File: config.mk
export PLATFORM = sky130hd
export DESIGN_NAME = pt_walker
export DESIGN_NICKNAME = d
export VERILOG_FILES = /design/src/rtl/pt_walker_pkg.sv /design/src/rtl/pt_walker_tlb.sv /design/src/rtl/pt_walker_dp.sv /design/src/rtl/pt_walker_ctrl.sv /design/src/rtl/pt_walker.sv
export SDC_FILE = /design/constraint.sdc
export NUM_CORES = 1
export LEC_CHECK = 0
export BUFFER_PORTS_ARGS = -buffer_cell sky130_fd_sc_hd__buf_2
export CAP_MARGIN = 5
export CELL_PAD_IN_SITES_DETAIL_PLACEMENT = 0
export CELL_PAD_IN_SITES_GLOBAL_PLACEMENT = 1
export CORE_MARGIN = 4
export CORE_UTILIZATION = 43
export CTS_BUF_LIST = sky130_fd_sc_hd__clkbuf_4
export DETAILED_ROUTE_END_ITERATION = 8
export PLACE_DENSITY_LB_ADDON = 0.1
export SLEW_MARGIN = 5
export SYNTH_ARGS = -nofsm -noshare
export SYNTH_HDL_FRONTEND = slang
export SYNTH_HIERARCHICAL = 1
export SYNTH_SLANG_ARGS = --single-unit
File: constraint.sdc
create_clock -name clk -period 4 [get_ports clk]
set_input_delay 1 -clock clk [delete_from_list [all_inputs] [get_ports clk]]
set_output_delay 1 -clock clk [all_outputs]
set_load 0.1 [all_outputs]
File: src/rtl/pt_walker_pkg.sv
package pt_walker_pkg;

  localparam int PTE_W          = 32;
  localparam int PTE_VALID_BIT  = 0;
  localparam int PTE_PERM_LSB   = 1;

  typedef enum logic [1:0] {
    ACC_READ  = 2'd0,
    ACC_WRITE = 2'd1,
    ACC_EXEC  = 2'd2,
    ACC_RSVD  = 2'd3
  } accKind_e;

  typedef enum logic [1:0] {
    RSP_OK    = 2'd0,
    RSP_PAGE  = 2'd1,
    RSP_PROT  = 2'd2
  } rspCode_e;

  // strobes from control to datapath
  typedef struct packed {
    logic accept;   // request taken this cycle
    logic lookup;   // cache result is evaluated this cycle
    logic absorb;   // table entry arrives this cycle
  } walkStrobe_t;

  // rwx: bit0 read, bit1 write, bit2 execute
  function automatic logic permitted(input logic [2:0] rwx, input logic [1:0] acc);
    case (acc)
      ACC_READ:  return rwx[0];
      ACC_WRITE: return rwx[1];
      ACC_EXEC:  return rwx[2];
      default:   return 1'b0;
    endcase
  endfunction

endpackage

File: src/rtl/pt_walker_tlb.sv
module pt_walker_tlb #(
  parameter int VPN_W   = 20,
  parameter int PPN_W   = 20,
  parameter int ENTRIES = 4
) (
  input  logic             clk,
  input  logic             rstN,
  input  logic [VPN_W-1:0] lookVpn,
  input  logic             flush,
  input  logic             fillEn,
  input  logic [VPN_W-1:0] fillVpn,
  input  logic [PPN_W-1:0] fillPpn,
  input  logic [2:0]       fillRwx,
  output logic             hit,
  output logic [PPN_W-1:0] hitPpn,
  output logic [2:0]       hitRwx
);
  localparam int IDX_W = (ENTRIES > 1) ? $clog2(ENTRIES) : 1;
  localparam logic [IDX_W-1:0] LAST = IDX_W'(ENTRIES - 1);

  logic [ENTRIES-1:0] slotValid;
  logic [ENTRIES-1:0] matchVec;
  logic [VPN_W-1:0]   slotVpn [ENTRIES];
  logic [PPN_W-1:0]   slotPpn [ENTRIES];
  logic [2:0]         slotRwx [ENTRIES];
  logic [IDX_W-1:0]   victim;

  for (genvar g = 0; g < ENTRIES; g++) begin : gMatch
    assign matchVec[g] = slotValid[g] && (slotVpn[g] == lookVpn);
  end

  always_comb begin
    hitPpn = '0;
    hitRwx = '0;
    for (int i = 0; i < ENTRIES; i++) begin
      if (matchVec[i]) begin
        hitPpn = hitPpn | slotPpn[i];
        hitRwx = hitRwx | slotRwx[i];
      end
    end
  end

  assign hit = |matchVec;

  always_ff @(posedge clk) begin
    if (!rstN) begin
      slotValid <= '0;
      victim    <= '0;
    end else if (flush) begin
      slotValid <= '0;
    end else if (fillEn) begin
      slotValid[victim] <= 1'b1;
      victim <= (victim == LAST) ? '0 : victim + 1'b1;
    end
  end

  always_ff @(posedge clk) begin
    if (fillEn && !flush) begin
      slotVpn[victim] <= fillVpn;
      slotPpn[victim] <= fillPpn;
      slotRwx[victim] <= fillRwx;
    end
  end

endmodule

File: src/rtl/pt_walker_dp.sv
module pt_walker_dp
  import pt_walker_pkg::*;
#(
  parameter int VA_W        = 32,
  parameter int PA_W        = 32,
  parameter int PAGE_BITS   = 12,
  parameter int TLB_ENTRIES = 4
) (
  input  logic              clk,
  input  logic              rstN,
  input  walkStrobe_t       strobe,
  input  logic [VA_W-1:0]   reqVaddr,
  input  logic [1:0]        reqAccess,
  input  logic              baseWe,
  input  logic [PA_W-1:0]   baseWdata,
  input  logic [PTE_W-1:0]  memRspData,
  output logic              tlbHit,
  output logic [PA_W-1:0]   pteAddr,
  output logic [PA_W-1:0]   rspPaddr,
  output logic [1:0]        rspFault
);
  localparam int VPN_W = VA_W - PAGE_BITS;
  localparam int PPN_W = PA_W - PAGE_BITS;

  logic [PA_W-1:0]      baseReg;
  logic [VA_W-1:0]      vaReg;
  logic [1:0]           accReg;
  logic                 stale;
  logic [PA_W-1:0]      paddrReg;
  rspCode_e             faultReg;

  logic [VPN_W-1:0]     curVpn;
  logic [PAGE_BITS-1:0] curOff;
  logic                 pteValid;
  logic [2:0]           pteRwx;
  logic [PPN_W-1:0]     ptePpn;
  logic [PPN_W-1:0]     hitPpn;
  logic [2:0]           hitRwx;
  logic                 fillEn;
  logic                 unusedPteBits;

  assign curVpn   = vaReg[VA_W-1:PAGE_BITS];
  assign curOff   = vaReg[PAGE_BITS-1:0];
  assign pteValid = memRspData[PTE_VALID_BIT];
  assign pteRwx   = memRspData[PTE_PERM_LSB +: 3];
  assign ptePpn   = memRspData[PTE_W-1 -: PPN_W];
  assign unusedPteBits = ^memRspData;

  // a base write in this cycle or earlier in the walk blocks the refill
  assign fillEn = strobe.absorb && pteValid && !stale && !baseWe;

  pt_walker_tlb #(
    .VPN_W  (VPN_W),
    .PPN_W  (PPN_W),
    .ENTRIES(TLB_ENTRIES)
  ) u_tlb (
    .clk    (clk),
    .rstN   (rstN),
    .lookVpn(curVpn),
    .flush  (baseWe),
    .fillEn (fillEn),
    .fillVpn(curVpn),
    .fillPpn(ptePpn),
    .fillRwx(pteRwx),
    .hit    (tlbHit),
    .hitPpn (hitPpn),
    .hitRwx (hitRwx)
  );

  always_ff @(posedge clk) begin
    if (!rstN) begin
      baseReg  <= '0;
      vaReg    <= '0;
      accReg   <= '0;
      stale    <= 1'b0;
      pteAddr  <= '0;
      paddrReg <= '0;
      faultReg <= RSP_OK;
    end else begin
      if (baseWe) baseReg <= baseWdata;

      if (strobe.accept) begin
        vaReg   <= reqVaddr;
        accReg  <= reqAccess;
        stale   <= baseWe;
        pteAddr <= baseReg + (PA_W'(reqVaddr[VA_W-1:PAGE_BITS]) << 2);
      end else if (baseWe) begin
        stale <= 1'b1;
      end

      if (strobe.lookup && tlbHit) begin
        if (permitted(hitRwx, accReg)) begin
          paddrReg <= {hitPpn, curOff};
          faultReg <= RSP_OK;
        end else begin
          paddrReg <= '0;
          faultReg <= RSP_PROT;
        end
      end else if (strobe.absorb) begin
        if (!pteValid) begin
          paddrReg <= '0;
          faultReg <= RSP_PAGE;
        end else if (permitted(pteRwx, accReg)) begin
          paddrReg <= {ptePpn, curOff};
          faultReg <= RSP_OK;
        end else begin
          paddrReg <= '0;
          faultReg <= RSP_PROT;
        end
      end
    end
  end

  assign rspPaddr = paddrReg;
  assign rspFault = faultReg;

endmodule

File: src/rtl/pt_walker_ctrl.sv
module pt_walker_ctrl
  import pt_walker_pkg::*;
(
  input  logic        clk,
  input  logic        rstN,
  input  logic        reqValid,
  input  logic        rspReady,
  input  logic        memReqReady,
  input  logic        memRspValid,
  input  logic        tlbHit,
  output logic        reqReady,
  output logic        rspValid,
  output logic        memReqValid,
  output walkStrobe_t strobe
);
  typedef enum logic [2:0] {
    ST_IDLE, ST_LOOKUP, ST_FETCH, ST_WAIT, ST_RESP
  } walkState_e;

  walkState_e state, nextState;

  always_comb begin
    nextState = state;
    case (state)
      ST_IDLE:   if (reqValid)    nextState = ST_LOOKUP;
      ST_LOOKUP: nextState = tlbHit ? ST_RESP : ST_FETCH;
      ST_FETCH:  if (memReqReady) nextState = ST_WAIT;
      ST_WAIT:   if (memRspValid) nextState = ST_RESP;
      ST_RESP:   if (rspReady)    nextState = ST_IDLE;
      default:   nextState = ST_IDLE;
    endcase
  end

  always_ff @(posedge clk) begin
    if (!rstN) state <= ST_IDLE;
    else       state <= nextState;
  end

  assign reqReady      = (state == ST_IDLE);
  assign rspValid      = (state == ST_RESP);
  assign memReqValid   = (state == ST_FETCH);
  assign strobe.accept = (state == ST_IDLE) && reqValid;
  assign strobe.lookup = (state == ST_LOOKUP);
  assign strobe.absorb = (state == ST_WAIT) && memRspValid;

endmodule

File: src/rtl/pt_walker.sv
module pt_walker
  import pt_walker_pkg::*;
#(
  parameter int VA_W        = 32,
  parameter int PA_W        = 32,
  parameter int PAGE_BITS   = 12,
  parameter int TLB_ENTRIES = 4
) (
  input  logic              clk,
  input  logic              rstN,
  input  logic              reqValid,
  output logic              reqReady,
  input  logic [VA_W-1:0]   reqVaddr,
  input  logic [1:0]        reqAccess,
  output logic              rspValid,
  input  logic              rspReady,
  output logic [PA_W-1:0]   rspPaddr,
  output logic [1:0]        rspFault,
  input  logic              baseWe,
  input  logic [PA_W-1:0]   baseWdata,
  output logic              memReqValid,
  input  logic              memReqReady,
  output logic [PA_W-1:0]   memReqAddr,
  input  logic              memRspValid,
  input  logic [PTE_W-1:0]  memRspData
);
  walkStrobe_t strobe;
  logic        tlbHit;

  pt_walker_ctrl u_ctrl (
    .clk        (clk),
    .rstN       (rstN),
    .reqValid   (reqValid),
    .rspReady   (rspReady),
    .memReqReady(memReqReady),
    .memRspValid(memRspValid),
    .tlbHit     (tlbHit),
    .reqReady   (reqReady),
    .rspValid   (rspValid),
    .memReqValid(memReqValid),
    .strobe     (strobe)
  );

  pt_walker_dp #(
    .VA_W       (VA_W),
    .PA_W       (PA_W),
    .PAGE_BITS  (PAGE_BITS),
    .TLB_ENTRIES(TLB_ENTRIES)
  ) u_dp (
    .clk       (clk),
    .rstN      (rstN),
    .strobe    (strobe),
    .reqVaddr  (reqVaddr),
    .reqAccess (reqAccess),
    .baseWe    (baseWe),
    .baseWdata (baseWdata),
    .memRspData(memRspData),
    .tlbHit    (tlbHit),
    .pteAddr   (memReqAddr),
    .rspPaddr  (rspPaddr),
    .rspFault  (rspFault)
  );

endmodule

==> metrics.txt, run 1 <==
leakage 6.26 nW; Layout area overhead 18.2%; Worst slew margin 50.3%; layout cell share with drive strength beyond 1 25.8%; Worst-Skew Late Latency around 0.72 ns; Cell Pwr Density about 540 nW/um2; NetSw between 0.002 and 0.003 W; CP Capture Type flop; register area share after synthesis 57.8%; Detailed Routing Iterations Pass 1 5; Logic pwr share between 20% and 30%; number of synthesized register bits 314; Longest Clk Path Bufs 3; cts bufs inserted 86; vias per cell roughly 5.4; # fillers 2893; met1 usage 26.9%; # port buffers 165; Int Power 0.00590 W; Post-Route WL 36.2 mm; Initial Util 43.8%; final-report setup violation count 0; CTS Hold Bufs 0; clock network power share between 30% and 40%; PostCTS Resize Cnt 0; Final Slew Violations 0; endpoints failing hold 0; Critical Path Most Common Cell buf_4; M2 GR Usage 33.1%; slowest stage cell, crit path dfxtp_1; Post-Synthesis Cells 1207; grt peak-use layer met2; io pins between 150 and 200; critical path startpoint category flop; ANT nets after route 0; clock tree from TritonCTS built; synth warn 6; critical path peak fanout 20; mapped cell area 13800 um2; cell count after placement 1735; total negative slack 0 ns; final worst-path cycle share 85.6%; Sinks on Clock Net 314; peak supply drop 0.000378 V; Worst-path clk slew approximately 0.060 ns; DIE WIDTH 187 um; DR iter-0 viols roughly 550; grt met3 use 5.66%; DRC violations left 0; RSZ-0062 raised after global routing no; Distinct cells, synth 69; critical path class flop to flop; largest net degree at the start of global routing 69; Post-synth top flop edfxtp_1; CP peak stage delay between 0.6 and 0.7 ns; worst path required time between 4 and 5 ns; Post-DP HPWL 23.5 mm; core area 31600 um2; Post-synth EDFFs 172; Chip Height 187 um; Overflow after GRT 0; status finished clean; CP Data Arrival Time 3.98 ns; Tot GR Track Use 20.3%; Period minus WS final around 3.4 ns; H-tree levels 3; Slew @ Worst Pin approximately 0.75 ns; vias in the first global route 10395; worst path cell trace xnor2_2 > nand4_1 > nor4_2 > o2111ai_2 > o311ai_1 > buf_4 > nand2_1 > and3_1 > buf_4 > o21a_1 > a22oi_1 > nor2_1; Layout Cells excl Fill around 1900; Switching Fraction roughly 33%; Die ar. 35100 um2; syn_nets 1337; final-stage net count approximately 1600; Layout Skew 0.0418 ns; clk root buf clkbuf_4; vias after detailed routing 10132; Avg Cell Area, Syn 11.5 um2; Max-Cap Viols 0; Post-synth ARST share 0%; first-pass GRT wire length 57.5 mm; row cnt 65; f_max 292 MHz; WL per Instance between 15 and 20 um; Placer Congestion 0.799; Post-CTS Setup Bufs 0; min-delay worst type flop to flop; antenna violations before repair 6; Flop pwr share 43.4%
[cells in the mapped netlist, drive strengths merged, types with 4 or more instances]
| cell | n | share of area, % |
|---|---|---|
| inv | 43 | 1.2 |
| a22oi | 13 | 0.70 |
| and2 | 4 | 0.18 |
| a31oi | 5 | 0.23 |
| edfxtp | 172 | 37 |
| ha | 24 | 2.2 |
| xor2 | 18 | 1.1 |
| o21ai | 18 | 0.65 |
| and3 | 6 | 0.28 |
| nand4 | 19 | 0.86 |
| nand2b | 8 | 0.42 |
| or3 | 7 | 0.32 |
| o311ai | 24 | 1.5 |
| mux2i | 85 | 6.1 |
| o211ai | 9 | 0.49 |
| a32oi | 26 | 1.7 |
| nor4 | 31 | 1.8 |
| nand3 | 38 | 1.4 |
| a21oi | 45 | 1.7 |
| clkbuf | 44 | 1.2 |
| o2111ai | 4 | 0.34 |
| a221oi | 20 | 1.3 |
| xnor2 | 74 | 4.9 |
| dfxtp | 142 | 21 |
| nand2 | 68 | 1.8 |
| nor3 | 30 | 1.1 |
| a21o | 5 | 0.27 |
| buf | 32 | 1.5 |
| nor2 | 150 | 4.1 |
| a211oi | 4 | 0.34 |
| nor2b | 8 | 0.38 |
[worst max-delay path, delay by kind of cell (launching register included)]
kind                   cells  cell delay, ns
AND/OR/NAND/NOR            5            0.78
flip-flops                 1            0.67
AO/OA/AOI/OAI              4            1.19
XOR/XNOR                   1            0.16
buffers and inverters      2            0.44
[registers in the layout, indices dropped and copies added, names as in the netlist, 3 cells and up]
signal,count
u_dp/rspPaddr,32
u_dp/vaReg,32
u_dp/baseReg,32
u_dp/u_tlb/slotValid,4
u_dp/u_tlb/slotPpn,80
u_dp/pteAddr,32
u_dp/u_tlb/slotVpn,80
u_ctrl/state,3
u_dp/u_tlb/slotRwx,12
[path summary, 6_finish.rpt]
path	from	to	slack, ns	depth (start not counted)
worst min-delay path	u_dp/pteAddr[23]	u_dp/pteAddr[23]	0.46	2
worst max register to register	u_dp/vaReg[12]	u_dp/rspPaddr[6]	0.58	12
worst min register to register	u_dp/pteAddr[23]	u_dp/pteAddr[23]	0.46	2
worst max-delay path	u_dp/vaReg[12]	u_dp/rspPaddr[6]	0.58	12
[through the flow]
stage          worst slack, ns  cell area [um2]  hold WS [ns]  total power [W]  util [%]
2_1_floorplan            0.430            13900         0.429          0.00544         -
3_3_place_gp             0.655            15200         0.429          0.00589      48.0
3_5_place_dp             0.651            15200         0.443          0.00591      48.0
4_1_cts                  0.552            16400         0.451          0.00898      51.7
5_1_grt                  0.311            16400         0.435          0.00933      51.7
6_report                 0.577            16400         0.457          0.00885      51.7
[cell type report]
type | instances | area [um2] | share of cell area, %
well taps | 402 | 503 | 3.07
diodes | 5 | 12.5 | 0.0765
clock buffers | 136 | 1020 | 6.24
flip-flops and latches | 314 | 8010 | 48.9
inverters | 43 | 164 | 1.00
repair buffers | 202 | 1150 | 7.05
multi-input cells | 774 | 5370 | 32.8
clock inverters | 12 | 131 | 0.803
[layout by cell type, fill, tap and decap left out, types with 41 or more instances in the layout]
cell type	count
edfxtp_1	172
buf_2	165
nor2_1	146
dfxtp_1	142
clkbuf_4	136
mux2i_1	85
xnor2_1	70
nand2_1	68
inv_1	42
a21oi_1	41
[power groups by stage]
stage / Sequential, W / Clock, W / Combinational, W
after global routing: 0.00387 / 0.00333 / 0.00213
final: 0.00384 / 0.00302 / 0.00199
after detailed placement: 0.00391 / 0 / 0.00200
after floorplan: 0.00447 / 0 / 0.000972
after global placement: 0.00390 / 0 / 0.00199
after CTS: 0.00384 / 0.00313 / 0.00201
[routing by layer]
| layer | part of all wire [%] | wire length, um | vias up |
|---|---|---|---|
| met5 | 0.072 | 26 | - |
| met4 | 1.3 | 453 | 4 |
| met3 | 6.5 | 2350 | 47 |
| met2 | 47 | 17200 | 266 |
| met1 | 45 | 16200 | 4898 |
| li1 | - | - | 4917 |
[cells by family (layout without fill, tap and decap cells)]
logic type               Yosys count  count (layout)  synth area share (%)
XOR/XNOR                          92              92                  6.04
flip-flops                       314             314                  57.8
adder cells (fa/ha/maj)           25              25                  2.31
buffers and inverters            119             393                  3.85
AND/OR/NAND/NOR                  380             380                  13.3
AO/OA/AOI/OAI                    191             191                  10.4
other                              0               5                     0
multiplexers                      86              86                  6.23
Note: power is estimated with default switching activity, not from simulation.
==> run 2: changes to the inputs <==
- CORE_UTILIZATION: 43 -> 48
- TNS_END_PERCENT: default -> 5
- clock period: 4 -> 3.6 ns (I/O delays scaled with it)
==> run 2 against run 1 <==
- die area shrank 10%
- first-iteration DRC count grew 40%
- register-to-register slack lost 0.22 ns
- worst hold slack lost 0.026 ns
- cell area shrank 0.70%
- maximum frequency grew 5.7%
- largest cell class unchanged
- highest routed layer unchanged
==> metrics.txt, run 2 (synthesis gave the netlist of run 1 again) <==
final worst-path cycle share 90.0%; Worst-Skew Late Latency about 0.70 ns; R2R depth 11; worst hold margin 0.431 ns; ANT nets after route 0; RSZ-0062 raised after global routing no; Hold Crit Start memRspData[20]; # port buffers approximately 170; Longest Clk Path Bufs 3; DRC violations left 0; Max-Cap Viols 0; Post-Route WL approximately 35 mm; antenna violations before repair 5; vias per cell 5.44; layout cell share with drive strength beyond 1 around 26%; CP Data Arrival Time 3.79 ns; Int Power 0.00636 W; Worst slew margin 49.5%; Sinks on Clock Net 314; worst path cell trace xnor2_2 > nand4_1 > nor4_2 > o2111ai_2 > o311ai_1 > buf_4 > nand2_1 > and3_1 > o21a_1 > a22oi_1 > nor2_1; critical path class flop to flop; peak supply drop around 0.00045 V; Overflow after GRT 0; WP buf/inv 1; NetSw approximately 0.0032 W; final-stage net count 1548; Worst R2R Start u_dp/vaReg[28]; Final Slew Violations 0; Placer Congestion 0.815; CP Capture Type flop; Die ar. 31600 um2; Flop pwr share between 40% and 50%; leakage 6.21 nW; DR iter-0 viols 772; status finished clean; Tot GR Track Use 21.7%; min-delay worst type input port to flop; FF-to-FF End u_dp/rspPaddr[5]; clk root buf clkbuf_4; final-report setup violation count 0; CP peak stage delay approximately 0.67 ns; Post-DP HPWL 22.7 mm; Switching Fraction ~34%; pre-CTS WS 0.292 ns; PostCTS Resize Cnt 0; Logic pwr share 22.9%; clock network power share 32.7%; first-pass GRT wire length 54.2 mm; setup ws final 0.362 ns; CTS Hold Bufs 0; vias after detailed routing between 10000 and 15000; Layout Skew roughly 0.051 ns; core area 28100 um2; WL per Instance 18.6 um; most frequent cells in the layout edfxtp_1 (172), buf_2 (165), nor2_1 (146); cts bufs inserted 83; largest net degree at the start of global routing 68; Period minus WS final 3.24 ns; clock tree from TritonCTS built; f_max 309 MHz; endpoints failing hold 0; Hold Crit Depth 1; critical path peak fanout 12; total power 0.00960 W; Worst-path clk slew 0.06 ns; critical path startpoint category flop; Post-CTS Setup Bufs 0; io pins ~170; Initial Util 49.3%; Detailed Routing Iterations Pass 1 5; worst path required time 4.15 ns; H-tree levels 3; Slew @ Worst Pin 0.757 ns; r2r setup slk ~0.36 ns; worst hold endpoint u_dp/u_tlb/slotPpn[3][8]; row cnt 61; Layout area overhead 17.4%; delay-heaviest family, CP compound AO/OA/AOI/OAI gates; Cell Pwr Density 591 nW/um2; cell count after placement 1711; vias in the first global route 9928; commonest non-fill, non-tap cell in the layout edfxtp_1; biggest regs u_dp/u_tlb/slotPpn x80, u_dp/u_tlb/slotVpn x80; DIE WIDTH between 150 and 200 um; Chip Height 178 um; Layout Cells excl Fill 1863; slowest stage cell, crit path dfxtp_1; Finished Core Util 57.9%
-- run 2: cell count changes in the layout (fill, tap and decap cells not counted) --
cell	delta
bufinv_16	-3
buf_4	+1
clkinv_2	-2
buf_12	-1
clkbuf_4	+1
clkinvlp_4	+3
nor3_2	-1
clkinv_1	+3
diode_2	-3
nor3_1	+1
-- run 2: worst max-delay path by stage --
| stage | from | to | slack [ns] | cells after the start |
|---|---|---|---|---|
| after floorplan | baseWe | u_dp/u_tlb/slotPpn[1][0] | -0.57 | 6 |
| after global placement | u_dp/vaReg[28] | u_dp/rspPaddr[4] | 0.32 | 11 |
| after detailed placement | u_dp/vaReg[28] | u_dp/rspPaddr[8] | 0.29 | 11 |
| after CTS | u_dp/vaReg[28] | u_dp/rspPaddr[8] | 0.31 | 11 |
| after global routing | u_dp/vaReg[12] | u_dp/rspPaddr[1] | 0.02 | 12 |
| final | u_dp/vaReg[28] | u_dp/rspPaddr[5] | 0.36 | 11 |
-- run 2: metrics by stage --
stage,instance area [um2],TNS [ns]
floorplan,13800,-97.01
global placement,15200,0
detailed placement,15200,0
CTS,16200,0
global route,16300,0
finish,16300,0
-- run 2: power by group through the flow --
stage	Sequential (W)	Clock, W	Combinational [W]
finish	0.00427	0.00314	0.00219
CTS	0.00427	0.00324	0.00221
global placement	0.00434	0	0.00218
global route	0.00430	0.00344	0.00234
detailed placement	0.00435	0	0.00220
floorplan	0.00496	0	0.00108
-- run 2: worst register-to-register path, delay by kind of cell (launching register included) --
kind | cells | cell delay, ns
AO/OA/AOI/OAI | 4 | 1.24
XOR/XNOR | 1 | 0.17
buffers and inverters | 1 | 0.21
flip-flops | 1 | 0.67
AND/OR/NAND/NOR | 5 | 0.85
-- run 2: cell type report --
type / instances / area (um2)
well taps: 378 / 473
diodes: 2 / 5.00
multi-input cells: 774 / 5370
flip-flops and latches: 314 / 8010
inverters: 43 / 164
repair buffers: 202 / 1140
clock inverters: 13 / 65.1
clock buffers: 137 / 1030
fillers: 2491 / 11800
-- run 2: metal layers --
layer	GRT usage (%)	wire [um]	up-vias
met4	6.70	523	6
met1	29.5	15800	4860
met5	0	35	-
met2	34.1	16100	303
met3	5.86	2240	49
li1	-	-	4914
